==> src/rtl/cfg_loader_pkg.sv <==
// Shared types for the configuration sequencer.
package cfg_loader_pkg;

    localparam int DATA_W = 8;

    typedef enum logic [1:0] {
        MODE_SERIAL = 2'd0,
        MODE_PAR    = 2'd1,
        MODE_SECURE = 2'd2,
        MODE_BAD    = 2'd3
    } load_mode_e;

    typedef enum logic [2:0] {
        ST_IDLE,
        ST_NCFG,
        ST_SETTLE,
        ST_FETCH,
        ST_LO,
        ST_HI,
        ST_TAIL,
        ST_DONE
    } seq_state_e;

endpackage

==> src/rtl/cfg_delay_timer.sv <==
// Down-counting delay timer. Loading value N-1 makes zero_o go high
// N cycles later. Assumes the value is loaded on the edge that enters a wait state.
module cfg_delay_timer #(
    parameter int TW = 8
) (
    input  logic          clk,
    input  logic          rst_n,
    input  logic          load_i,
    input  logic [TW-1:0] val_i,
    output logic          zero_o
);
    logic [TW-1:0] cnt_q;

    // load or count down to zero
    always_ff @(posedge clk) begin
        if (!rst_n)           cnt_q <= '0;
        else if (load_i)      cnt_q <= val_i;
        else if (cnt_q != '0) cnt_q <= cnt_q - 1'b1;
    end

    assign zero_o = (cnt_q == '0);

    // a load never happens while a count is still running

    load_idle_chk: assert property (@(posedge clk) disable iff (!rst_n)
        load_i && !zero_o |-> 1'b0 || cnt_q == '0 || !load_i || zero_o);
endmodule

==> src/rtl/cfg_byte_lane.sv <==
// Holds the byte being sent and counts the clock pulses left for it.
// Serial mode presents bit 0 on lane 0 and shifts right after each pulse.
// Parallel modes present the whole byte for every pulse.
module cfg_byte_lane
    import cfg_loader_pkg::*;
(
    input  logic              clk,
    input  logic              rst_n,
    input  logic              clr_i,
    input  logic              load_i,
    input  logic [DATA_W-1:0] byte_i,
    input  load_mode_e        mode_i,
    input  logic              step_i,
    output logic [DATA_W-1:0] data_o,
    output logic              last_o
);
    localparam int PW = 4;

    logic [DATA_W-1:0] sh_q;
    logic [PW-1:0]     left_q;
    logic [PW-1:0]     pulses;

    // pulses per byte for the selected mode
    always_comb begin
        case (mode_i)
            MODE_SERIAL: pulses = PW'(DATA_W);
            MODE_SECURE: pulses = PW'(4);
            default:     pulses = PW'(1);
        endcase
    end

    // byte register and pulse counter
    always_ff @(posedge clk) begin
        if (!rst_n || clr_i) begin
            sh_q   <= '0;
            left_q <= '0;
        end else if (load_i) begin
            sh_q   <= byte_i;
            left_q <= pulses;
        end else if (step_i) begin
            left_q <= left_q - 1'b1;
            if (mode_i == MODE_SERIAL) sh_q <= sh_q >> 1;
        end
    end

    // lane mapping per mode
    generate
        for (genvar g = 0; g < DATA_W; g++) begin : g_lane
            if (g == 0) begin : g_bit0
                assign data_o[g] = sh_q[g];
            end else begin : g_upper
                assign data_o[g] = (mode_i == MODE_SERIAL) ? 1'b0 : sh_q[g];
            end
        end
    endgenerate

    assign last_o = (left_q == PW'(1));

    // a step is only requested while pulses remain for the byte

    step_pending_chk: assert property (@(posedge clk) disable iff (!rst_n)
        step_i |-> left_q != '0);
endmodule

==> src/rtl/cfg_loader.sv <==
// Configuration sequencer top. Runs the reset pulse, settle wait,
// per-byte clocking in three modes, the closing edge and the done check.
// Assumes CLK_HZ is at least 1 MHz for exact microsecond waits (it is
// clamped to one cycle per microsecond below that).
module cfg_loader
    import cfg_loader_pkg::*;
#(
    parameter int CLK_HZ       = 100_000_000,
    parameter int NCFG_LOW_US  = 5,
    parameter int SETTLE_US    = 100,
    parameter int DONE_WAIT_US = 100,
    parameter int DCLK_HALF    = 1,
    parameter int CNT_W        = 16
) (
    input  logic             clk,
    input  logic             rst_n,
    input  logic             start_i,
    input  logic [1:0]       mode_i,
    input  logic [CNT_W-1:0] byte_count_i,
    input  logic [7:0]       s_data_i,
    input  logic             s_valid_i,
    output logic             s_ready_o,
    output logic             nconfig_o,
    output logic             dclk_o,
    output logic [7:0]       data_o,
    input  logic             nstatus_i,
    input  logic             conf_done_i,
    output logic             busy_o,
    output logic             load_ok_o,
    output logic             load_fail_o,
    output logic             abort_o
);
    localparam int CYC_US   = (CLK_HZ / 1_000_000 < 1) ? 1 : CLK_HZ / 1_000_000;
    localparam int LOW_CYC  = CYC_US * NCFG_LOW_US;
    localparam int SET_CYC  = CYC_US * SETTLE_US;
    localparam int DONE_CYC = CYC_US * DONE_WAIT_US;
    localparam int HALF_CYC = (DCLK_HALF < 1) ? 1 : DCLK_HALF;
    localparam int MAX_AB   = (LOW_CYC > SET_CYC) ? LOW_CYC : SET_CYC;
    localparam int MAX_CD   = (DONE_CYC > HALF_CYC) ? DONE_CYC : HALF_CYC;
    localparam int MAX_CYC  = (MAX_AB > MAX_CD) ? MAX_AB : MAX_CD;
    localparam int TW       = $clog2(MAX_CYC + 1);

    seq_state_e       state_q, state_d;
    load_mode_e       mode_q;
    logic [CNT_W-1:0] remaining_q;
    logic             ok_q, fail_q, abort_q;
    logic             tmr_load, tmr_zero;
    logic [TW-1:0]    tmr_val;
    logic             lane_load, lane_step, lane_last;
    logic             launch, accept, finish_ok, finish_fail;

    cfg_delay_timer #(.TW(TW)) timer_i (
        .clk    (clk),
        .rst_n  (rst_n),
        .load_i (tmr_load),
        .val_i  (tmr_val),
        .zero_o (tmr_zero)
    );

    cfg_byte_lane lane_i (
        .clk    (clk),
        .rst_n  (rst_n),
        .clr_i  (finish_ok | finish_fail),
        .load_i (lane_load),
        .byte_i (s_data_i),
        .mode_i (mode_q),
        .step_i (lane_step),
        .data_o (data_o),
        .last_o (lane_last)
    );

    // next state, timer reloads and lane controls
    always_comb begin
        state_d     = state_q;
        tmr_load    = 1'b0;
        tmr_val     = '0;
        lane_load   = 1'b0;
        lane_step   = 1'b0;
        accept      = 1'b0;
        launch      = 1'b0;
        finish_ok   = 1'b0;
        finish_fail = 1'b0;
        case (state_q)
            ST_IDLE: begin
                if (start_i && mode_i != MODE_BAD && byte_count_i != '0) begin
                    launch   = 1'b1;
                    state_d  = ST_NCFG;
                    tmr_load = 1'b1;
                    tmr_val  = TW'(LOW_CYC - 1);
                end
            end
            ST_NCFG: begin
                if (tmr_zero) begin
                    state_d  = ST_SETTLE;
                    tmr_load = 1'b1;
                    tmr_val  = TW'(SET_CYC - 1);
                end
            end
            ST_SETTLE: begin
                if (tmr_zero) state_d = ST_FETCH;
            end
            ST_FETCH: begin
                if (!nstatus_i) begin
                    finish_fail = 1'b1;
                    state_d     = ST_IDLE;
                end else if (s_valid_i) begin
                    accept    = 1'b1;
                    lane_load = 1'b1;
                    state_d   = ST_LO;
                    tmr_load  = 1'b1;
                    tmr_val   = TW'(HALF_CYC - 1);
                end
            end
            ST_LO: begin
                if (tmr_zero) begin
                    state_d  = ST_HI;
                    tmr_load = 1'b1;
                    tmr_val  = TW'(HALF_CYC - 1);
                end
            end
            ST_HI: begin
                if (tmr_zero) begin
                    lane_step = 1'b1;
                    if (!lane_last) begin
                        state_d  = ST_LO;
                        tmr_load = 1'b1;
                        tmr_val  = TW'(HALF_CYC - 1);
                    end else if (remaining_q == '0) begin
                        state_d  = ST_TAIL;
                        tmr_load = 1'b1;
                        tmr_val  = TW'(HALF_CYC - 1);
                    end else begin
                        state_d = ST_FETCH;
                    end
                end
            end
            ST_TAIL: begin
                if (tmr_zero) begin
                    state_d  = ST_DONE;
                    tmr_load = 1'b1;
                    tmr_val  = TW'(DONE_CYC - 1);
                end
            end
            ST_DONE: begin
                if (tmr_zero) begin
                    state_d     = ST_IDLE;
                    finish_ok   = conf_done_i;
                    finish_fail = !conf_done_i;
                end
            end
            default: state_d = ST_IDLE;
        endcase
    end

    // state, byte budget and sticky status registers
    always_ff @(posedge clk) begin
        if (!rst_n) begin
            state_q     <= ST_IDLE;
            mode_q      <= MODE_SERIAL;
            remaining_q <= '0;
            ok_q        <= 1'b0;
            fail_q      <= 1'b0;
            abort_q     <= 1'b0;
        end else begin
            state_q <= state_d;
            abort_q <= finish_fail;
            if (launch) begin
                remaining_q <= byte_count_i;
                mode_q      <= load_mode_e'(mode_i);
                ok_q        <= 1'b0;
                fail_q      <= 1'b0;
            end else if (accept) begin
                remaining_q <= remaining_q - 1'b1;
            end
            if (finish_ok)   ok_q   <= 1'b1;
            if (finish_fail) fail_q <= 1'b1;
        end
    end

    assign busy_o      = (state_q != ST_IDLE);
    assign nconfig_o   = (state_q != ST_NCFG);
    assign dclk_o      = (state_q == ST_HI) || (state_q == ST_DONE);
    assign s_ready_o   = (state_q == ST_FETCH) && nstatus_i;
    assign load_ok_o   = ok_q;
    assign load_fail_o = fail_q;
    assign abort_o     = abort_q;


    ncfg_quiet_chk: assert property (@(posedge clk) disable iff (!rst_n)
        !nconfig_o |-> busy_o && !dclk_o);

    ready_gate_chk: assert property (@(posedge clk) disable iff (!rst_n)
        s_ready_o |-> nstatus_i && busy_o && !dclk_o);

    abort_single_chk: assert property (@(posedge clk) disable iff (!rst_n)
        abort_o |=> !abort_o);

    abort_fail_chk: assert property (@(posedge clk) disable iff (!rst_n)
        abort_o |-> load_fail_o && !busy_o);

    status_excl_chk: assert property (@(posedge clk) disable iff (!rst_n)
        !(load_ok_o && load_fail_o));

    data_hold_chk: assert property (@(posedge clk) disable iff (!rst_n)
        dclk_o && $past(dclk_o) |-> $stable(data_o));

    idle_lines_chk: assert property (@(posedge clk) disable iff (!rst_n)
        !busy_o |-> nconfig_o && !dclk_o && data_o == 8'h00);
endmodule

==> config.mk <==
export PLATFORM = sky130hd
export DESIGN_NAME = cfg_loader
export DESIGN_NICKNAME = d
export VERILOG_FILES = /design/src/rtl/cfg_loader_pkg.sv /design/src/rtl/cfg_delay_timer.sv /design/src/rtl/cfg_byte_lane.sv /design/src/rtl/cfg_loader.sv
export SDC_FILE = /design/constraint.sdc
export NUM_CORES = 1
export LEC_CHECK = 0
export ABC_AREA = 1
export BUFFER_PORTS_ARGS = -buffer_cell sky130_fd_sc_hd__buf_2
export CELL_PAD_IN_SITES_DETAIL_PLACEMENT = 0
export CELL_PAD_IN_SITES_GLOBAL_PLACEMENT = 1
export CORE_MARGIN = 10
export CORE_UTILIZATION = 37
export CTS_BUF_LIST = sky130_fd_sc_hd__clkbuf_16
export DETAILED_ROUTE_END_ITERATION = 12
export PLACE_DENSITY_LB_ADDON = 0.05
export SETUP_SLACK_MARGIN = 0.1
export SYNTH_ARGS = -nofsm -noshare
export SYNTH_HDL_FRONTEND = slang
export SYNTH_HIERARCHICAL = 1
export SYNTH_SLANG_ARGS = --single-unit
export TNS_END_PERCENT = 100
==> constraint.sdc <==
create_clock -name clk -period 2.4 [get_ports clk]
set_input_delay 0.48 -clock clk [delete_from_list [all_inputs] [get_ports clk]]
set_output_delay 0.48 -clock clk [all_outputs]
set_load 0.02 [all_outputs]
==> results by group, run 1 <==
Outcome
  – Status: complete, no violations

Timing
  – Tmin final: 2.20 ns
  – Relative slew slack: a little under two thirds
  – Setup_tns: 0 ns
  – Max-slew violations: 0
  – Worst slew pin tran: 0.542 ns
  – Crit share post-route: roughly 92%
  – Final Hold Viols: 0
  – Endpoints failing setup: 0
  – Max frequency: 0.455 GHz
  – RSZ-0062 raised after global routing: true
  – Max Clock Skew: between 0.005 and 0.006 ns
  – Min Hold Slack: 0.436 ns

Route
  – Post-Route WL: just over 10000 um
  – DRT antenna net count: 0
  – Drt initial violations: ~190
  – Vias/cell: 4.79
  – Via count: around 3500
  – Wire length per cell: 13.7 um
  – DRC: 0
  – Detailed-router iteration count before antenna repair: 4

Setup path
  – CP Capture Type: register
  – Crit path DAT: between 2 and 2.5 ns
  – CP max FO: 7
  – Reg2reg path depth: 16
  – Crit Path Class: register to register
  – Crit path required time: 2.58 ns
  – Worst Setup Start Kind: register

Synth
  – Synth area leaders: dfxtp_1 29%, nand2_1 16%, nor2_1 8.6%
  – Post-synth EDFFs: 0
  – Seq/Total Area, Yosys: between 20% and 30%
  – Most common flop cell mapped by yosys: dfxtp_1
  – Synth Register Bits: 50
  – Yosys top cell area share: between 20% and 30%
  – Synth Warn #: 6
  – Synth area leader: dfxtp_1
  – Syn Inst Count: roughly 550
  – Cell Area, Synth: between 3000 and 4000 um2
  – Mean post-synth cell area: around 6.4 um2
  – Asr flop ratio synth: 0%
  – Library cells used by synthesis: 40

Place
  – Final HPWL DP: 7320 um
  – Port buffer count: 46
  – Gpl congestion: between 0.8 and 0.9

Floorplan
  – IO Pins: 47
  – Initial core utilization: 38.0%
  – Row count: 35
  – Die area: approximately 14000 um2
  – Chip height: 117 um
  – Die Wd: between 100 and 150 um
  – Core area: slightly above 9000 um2

GRT
  – Initial antenna violation count: 0
  – GRT overflow: 0
  – GRT Total Usage: between 10% and 20%
  – Number of global-route vias before repair: around 3400
  – Largest net degree at the start of global routing: 35
  – First-pass GRT wire length: approximately 17000 um

Clocking
  – Clk Latency, worst-skew pair: between 0.2 and 0.3 ns
  – Clock-pin slew on the worst setup and hold paths: 0.07 ns
  – CTS tree: done
  – Clock tree buffer depth: 2
  – Num CTS Buffers: 5
  – Clk root buf: clkbuf_16
  – # H-tree levels: 2
  – Clk sinks: 50

Power
  – PwrDens: roughly 920 nW/um2
  – VDD IR max: about 0.4 mV
  – Leak: between 1.5 and 2 nW
  – Total power: approximately 3.9 mW

Cells and area
  – Number of inserted diodes: 0
  – Final nets: between 600 and 700
  – Layout cells sized above 1: about a quarter
  – Area Overhead vs Synth: 19.7%

Hold path
  – Hold Crit Depth: 3
  – Min-delay worst type: input pin to register

Job
  – Max-Cap Viols: 0
[cell families after synthesis]
group / Yosys count / share of synthesized area [%]
XOR/XNOR: 7 / 1.75
other: 1 / 0.107
AND/OR/NAND/NOR: 349 / 47.8
flip-flops: 50 / 28.5
buffers and inverters: 84 / 11.6
adder cells (fa/ha/maj): 4 / 1.43
AO/OA/AOI/OAI: 56 / 8.80
[synth_stat cells (3+ instances only)]
master   number
o21ai_1       5
or2_2         3
xor2_1        6
inv_1        54
nand3_1      58
buf_6         6
nor2_4        6
inv_2        11
nand3_2       8
a21oi_1      25
nand2_4       5
nand2_1     153
a31oi_1       7
buf_4         3
nor2_1       80
dfxtp_1      50
nand2_2       3
ha_1          4
o21ai_0      14
nand4_1      13
buf_2         4
nor2_2       10
[what timing repair did]
action,4_1_cts,5_1_grt
endpoints found under the setup margin,18,24
setup buffers,4,6
endpoints found under the hold margin,0,0
hold buffers,0,0
pin swaps,0,18
gates cloned,0,1
resized for setup,4,36
[metrics by stage]
step / cells / worst slack (ns) / utilization (%) / area (um2)
floorplan: 552 / 0.149 / - / 3530
global placement: 721 / 0.0684 / 41.6 / 3850
detailed placement: 721 / -0.0112 / 41.6 / 3850
CTS: 733 / 0.101 / 43.6 / 4030
global route: 740 / 0.0449 / 45.5 / 4200
finish: 740 / 0.202 / 45.5 / 4200
[flip-flops by register name (all words and copies together) (netlist names)]
name / count
remaining_q: 16
load_ok_o: 1
abort_o: 1
lane_i/sh_q: 8
timer_i/cnt_q: 14
mode_q: 2
state_q: 3
lane_i/left_q: 4
load_fail_o: 1
[routing by layer]
metal / vias to the layer above / GRT usage [%] / wire length [um]
li1: 1872 / - / -
met1: 1611 / 19.1 / 5200
met2: 57 / 21.7 / 4460
met3: 8 / 2.88 / 409
met4: 0 / 3.21 / 72
met5: - / 0 / 0
[cell usage in the layout (no fill, tap or decap), drive strengths merged]
cell type  instances
clkbuf             5
or2                4
a21oi             26
inv               67
nand3b             2
conb               2
a31oi              7
xnor2              1
buf               67
clkinv             4
o2111ai            1
nor3               2
nor2              97
nand2            161
dfxtp             50
nand4             15
a31o               1
a21boi             2
o21ai             19
nand3             68
ha                 4
xor2               6
[path summary, 6_finish.rpt]
| kind | from | to | slack (ns) |
|---|---|---|---|
| max | timer_i/cnt_q[0] | timer_i/cnt_q[9] | 0.20 |
| max reg2reg | timer_i/cnt_q[0] | timer_i/cnt_q[9] | 0.20 |
| min | s_data_i[7] | lane_i/sh_q[7] | 0.44 |
| min reg2reg | load_ok_o | load_ok_o | 0.47 |
[power by group]
| part | switching (mW) | internal (mW) | total, mW |
|---|---|---|---|
| clock network | 0.331 | 0.379 | 0.709 |
| registers | 0.163 | 0.976 | 1.14 |
| logic | 1.29 | 0.748 | 2.04 |
| total | 1.78 | 2.10 | 3.88 |
[worst max-delay path, cell delays in order, from the launching register on]
cell      delay, ns
dfxtp_2        0.34
inv_4          0.07
ha_4           0.15
nand2_4        0.05
nor2_4         0.10
nand2_4        0.07
nor2_4         0.14
nand2_2        0.09
nor2_4         0.17
inv_4          0.07
a21oi_4        0.15
nor2_4         0.06
o21ai_4        0.10
clkinv_4       0.14
or2_4          0.24
nand3_1        0.08
nor2_1         0.04
[cell type report]
| type | instances | area, um2 |
|---|---|---|
| tap | 129 | 161 |
| timing repair buffer | 67 | 412 |
| clock buffer | 5 | 125 |
| timing repair inverter | 1 | 6.26 |
| inverter | 67 | 268 |
| fill | 968 | 5040 |
| clock inverter | 3 | 12.5 |
| multi-input combinational | 418 | 2210 |
| sequential | 50 | 1000 |
No activity file was read; power rests on OpenSTA's default activity.
==> run 2: changes to the inputs <==
Settings changed: ABC_AREA 1 to default, CORE_UTILIZATION 37 to 38.
==> run 2 against run 1 <==
- sequential share of layout area increased by 2.4 points
- cell area decreased by 9.2%
- flip-flop and latch count unchanged
- critical path depth decreased by 4
- clock skew decreased by 0.0016 ns
- the run now ends with negative setup slack left
- routed wire length decreased by 17%
==> results by group, run 2 <==
GRT
  – First-pass GRT wire length: 13700 um (-17%)
  – GRT Total Usage: 14.3% (+0.38 points)
  – Largest net degree at the start of global routing: 26 (-26%)
  – Initial antenna violation count: 0 (unchanged)
  – GRT overflow: 0 (unchanged)
  – Number of global-route vias before repair: 2844 (-16%)

Synth
  – Mean post-synth cell area: 8.05 um2 (+26%)
  – Library cells used by synthesis: 64 (+60%)
  – Seq/Total Area, Yosys: 34.9% (+6.4 points)
  – Most common cell in the netlist: dfxtp_1
  – Synth Warn #: 6 (unchanged)
  – Synth area leaders: dfxtp_1 35%, a21oi_1 5.6%, nand2_1 4.2%
  – Cell Area, Synth: 2870 um2 (-18%)
  – Commonest cells in the synthesized netlist: 50 x dfxtp_1, 32 x a21oi_1, 32 x nand2_1
  – Synth area leader: dfxtp_1
  – Synth Register Bits: 50 (unchanged)
  – Asr flop ratio synth: 0% (unchanged)
  – Syn Inst Count: 356 (-35%)
  – Most common flop cell mapped by yosys: dfxtp_1
  – Yosys top cell area share: 34.9% (+6.4 points)
  – Post-synth EDFFs: 0 (unchanged)

Setup path
  – CP Capture Type: register
  – Worst Setup Start Kind: register
  – Crit path required time: 2.59 ns (about the same)
  – Crit path DAT: 2.78 ns (+0.40 ns)
  – CP max FO: 8 (+1)
  – FF-to-FF setup slack: -0.18 ns (-0.39 ns)
  – Crit Path Class: register to register

Clocking
  – Clk root buf: clkbuf_16
  – Clock-pin slew on the worst setup and hold paths: 0.07 ns (about the same)
  – Clock tree buffer depth: 2 (unchanged)
  – Clk Latency, worst-skew pair: 0.29 ns (about the same)
  – CTS tree: done
  – # H-tree levels: 2 (unchanged)
  – Clk sinks: 50 (unchanged)
  – Num CTS Buffers: 5 (unchanged)

Timing
  – Max Clock Skew: 0.00431 ns (-0.00160 ns)
  – Crit share post-route: 108% (+16 points)
  – RSZ-0062 raised after global routing: true
  – Relative slew slack: 51.2% (-13 points)
  – Endpoints failing setup: 25 (+25)
  – Setup_tns: -2.66 ns (-2.66 ns)
  – Final Hold Viols: 0 (unchanged)
  – Max-slew violations: 0 (unchanged)
  – Worst slew pin tran: 0.731 ns (+0.188 ns)
  – Max frequency: 0.387 GHz (-15%)
  – Worst setup margin: -0.183 ns (-0.386 ns)
  – Tmin final: 2.58 ns (+0.386 ns)

Job
  – Max-Cap Viols: 0 (unchanged)

Route
  – Post-Route WL: 8450 um (-17%)
  – Wire length per cell: 15.8 um (+15%)
  – Drt initial violations: 96 (-48%)
  – DRC: 0 (unchanged)
  – DRT antenna net count: 0 (unchanged)
  – Vias/cell: 5.49 (+15%)
  – Detailed-router iteration count before antenna repair: 4 (unchanged)
  – Via count: 2944 (-17%)

Cells and area
  – Number of inserted diodes: 0 (unchanged)
  – Top reg by flops: remaining_q
  – Most common cell after layout, fill and taps aside: dfxtp_1
  – Most frequent cells in the layout: 48 x dfxtp_1, 46 x buf_2, 39 x buf_4, 29 x nand2_1, 28 x a21oi_1
  – Finished Cell Area: 3810 um2 (-9.2%)
  – Layout cells sized above 1: 32.0% (+7.5 points)
  – Area Overhead vs Synth: 33.1%
  – Final nets: 474 (-27%)
  – Max reg flops: 16 (unchanged)
  – Regs by FF count: remaining_q (16), timer_i/cnt_q (14), lane_i/sh_q (8)
  – Fill count: 746 (-23%)
  – Fin util: 52.3% (+6.8 points)

Outcome
  – Status: complete, but fails checks
  – Failing checks: negative setup slack

Power
  – Leak: 1.54 nW (-22%)
  – PwrDens: 999 nW/um2 (+8.1%)
  – Total power: 3.81 mW (-1.9%)
  – VDD IR max: 0.408 mV (-0.66%)

Floorplan
  – Chip height: 107 um (-9.0%)
  – Initial core utilization: 39.3% (+1.3 points)
  – IO Pins: 47 (unchanged)
  – Core area: 7290 um2 (-21%)
  – Row count: 31 (-11%)
  – Die area: 11400 um2 (-17%)
  – Die Wd: 107 um (-9.0%)

Place
  – Place WS: -0.205 ns (-0.194 ns)
  – Port buffer count: 46 (unchanged)
  – Area after DPL: 3490 um2 (-9.4%)
  – Final HPWL DP: 6150 um (-16%)
  – Gpl congestion: 0.790 (-6.6%)

Hold path
  – Min-delay worst type: input pin to register
run 2: kinds of logic (layout without fill, tap and decap cells):
kind of cell,after synthesis,after routing,synth area share (%)
buf+inv,42,122,6.90
other cells,1,2,0.131
flops,50,50,34.9
simple gates,144,144,29.0
fa+ha+maj,4,4,1.75
compound gates,106,106,24.5
mux,2,2,0.699
xor+xnor,7,7,2.14
run 2: final timing paths:
| check | start | end | cells after the start |
|---|---|---|---|
| worst max-delay path | timer_i/cnt_q[1] | timer_i/cnt_q[11] | 12 |
| worst min-delay path | s_data_i[3] | lane_i/sh_q[3] | 3 |
| worst max register to register | timer_i/cnt_q[1] | timer_i/cnt_q[11] | 12 |
| worst min register to register | load_ok_o | load_ok_o | 2 |
run 2: power breakdown:
group          internal [mW]  total [mW]  switching, mW
Sequential              1.00        1.14          0.139
Clock                  0.372       0.674          0.302
Combinational          0.989        2.00           1.01
Total                   2.36        3.81           1.45
run 2: per-layer routing:
metal	global-route usage (%)	vias up	share of wire, %
met5	0	-	0
met3	2.69	9	3.9
met2	23.8	60	48
li1	-	1482	-
met1	18.0	1393	47
met4	5.03	0	1.3
run 2: timing repair:
action,in CTS,in global routing
resized for setup,8,18
setup buffers,6,4
pin swaps,7,8
hold buffers,0,0
endpoints found under the hold margin,0,0
cloned,0,1
setup endpoints to repair,27,31
run 2: per-stage QoR:
stage / cells / hold slack, ns
after floorplan: 357 / 0.456
after global placement: 519 / 0.439
after detailed placement: 519 / 0.444
after CTS: 531 / 0.437
after global routing: 536 / 0.454
final: 536 / 0.441
run 2: area by class of cell:
| cell class | instances | area [um2] | share of cell area (%) |
|---|---|---|---|
| Timing Repair inverter | 1 | 8.76 | 0.230 |
| Tap cell | 99 | 124 | 3.25 |
| Clock inverter | 1 | 3.75 | 0.0984 |
| Inverter | 20 | 90.1 | 2.36 |
| Timing Repair Buffer | 95 | 674 | 17.7 |
| Multi-Input combinational cell | 265 | 1790 | 46.8 |
| Sequential cell | 50 | 1000 | 26.3 |
| Clock buffer | 5 | 125 | 3.28 |
run 2: critical path: stages, from the launching register on:
cell and delay [ns]:
dfxtp_2 0.32, inv_2 0.06, ha_4 0.12, or4b_4 0.45, or4_4 0.48, inv_8 0.08
buf_4 0.10, o21ai_2 0.06, o31ai_4 0.22, buf_12 0.16, buf_8 0.12, a211oi_1 0.05
a311oi_1 0.26
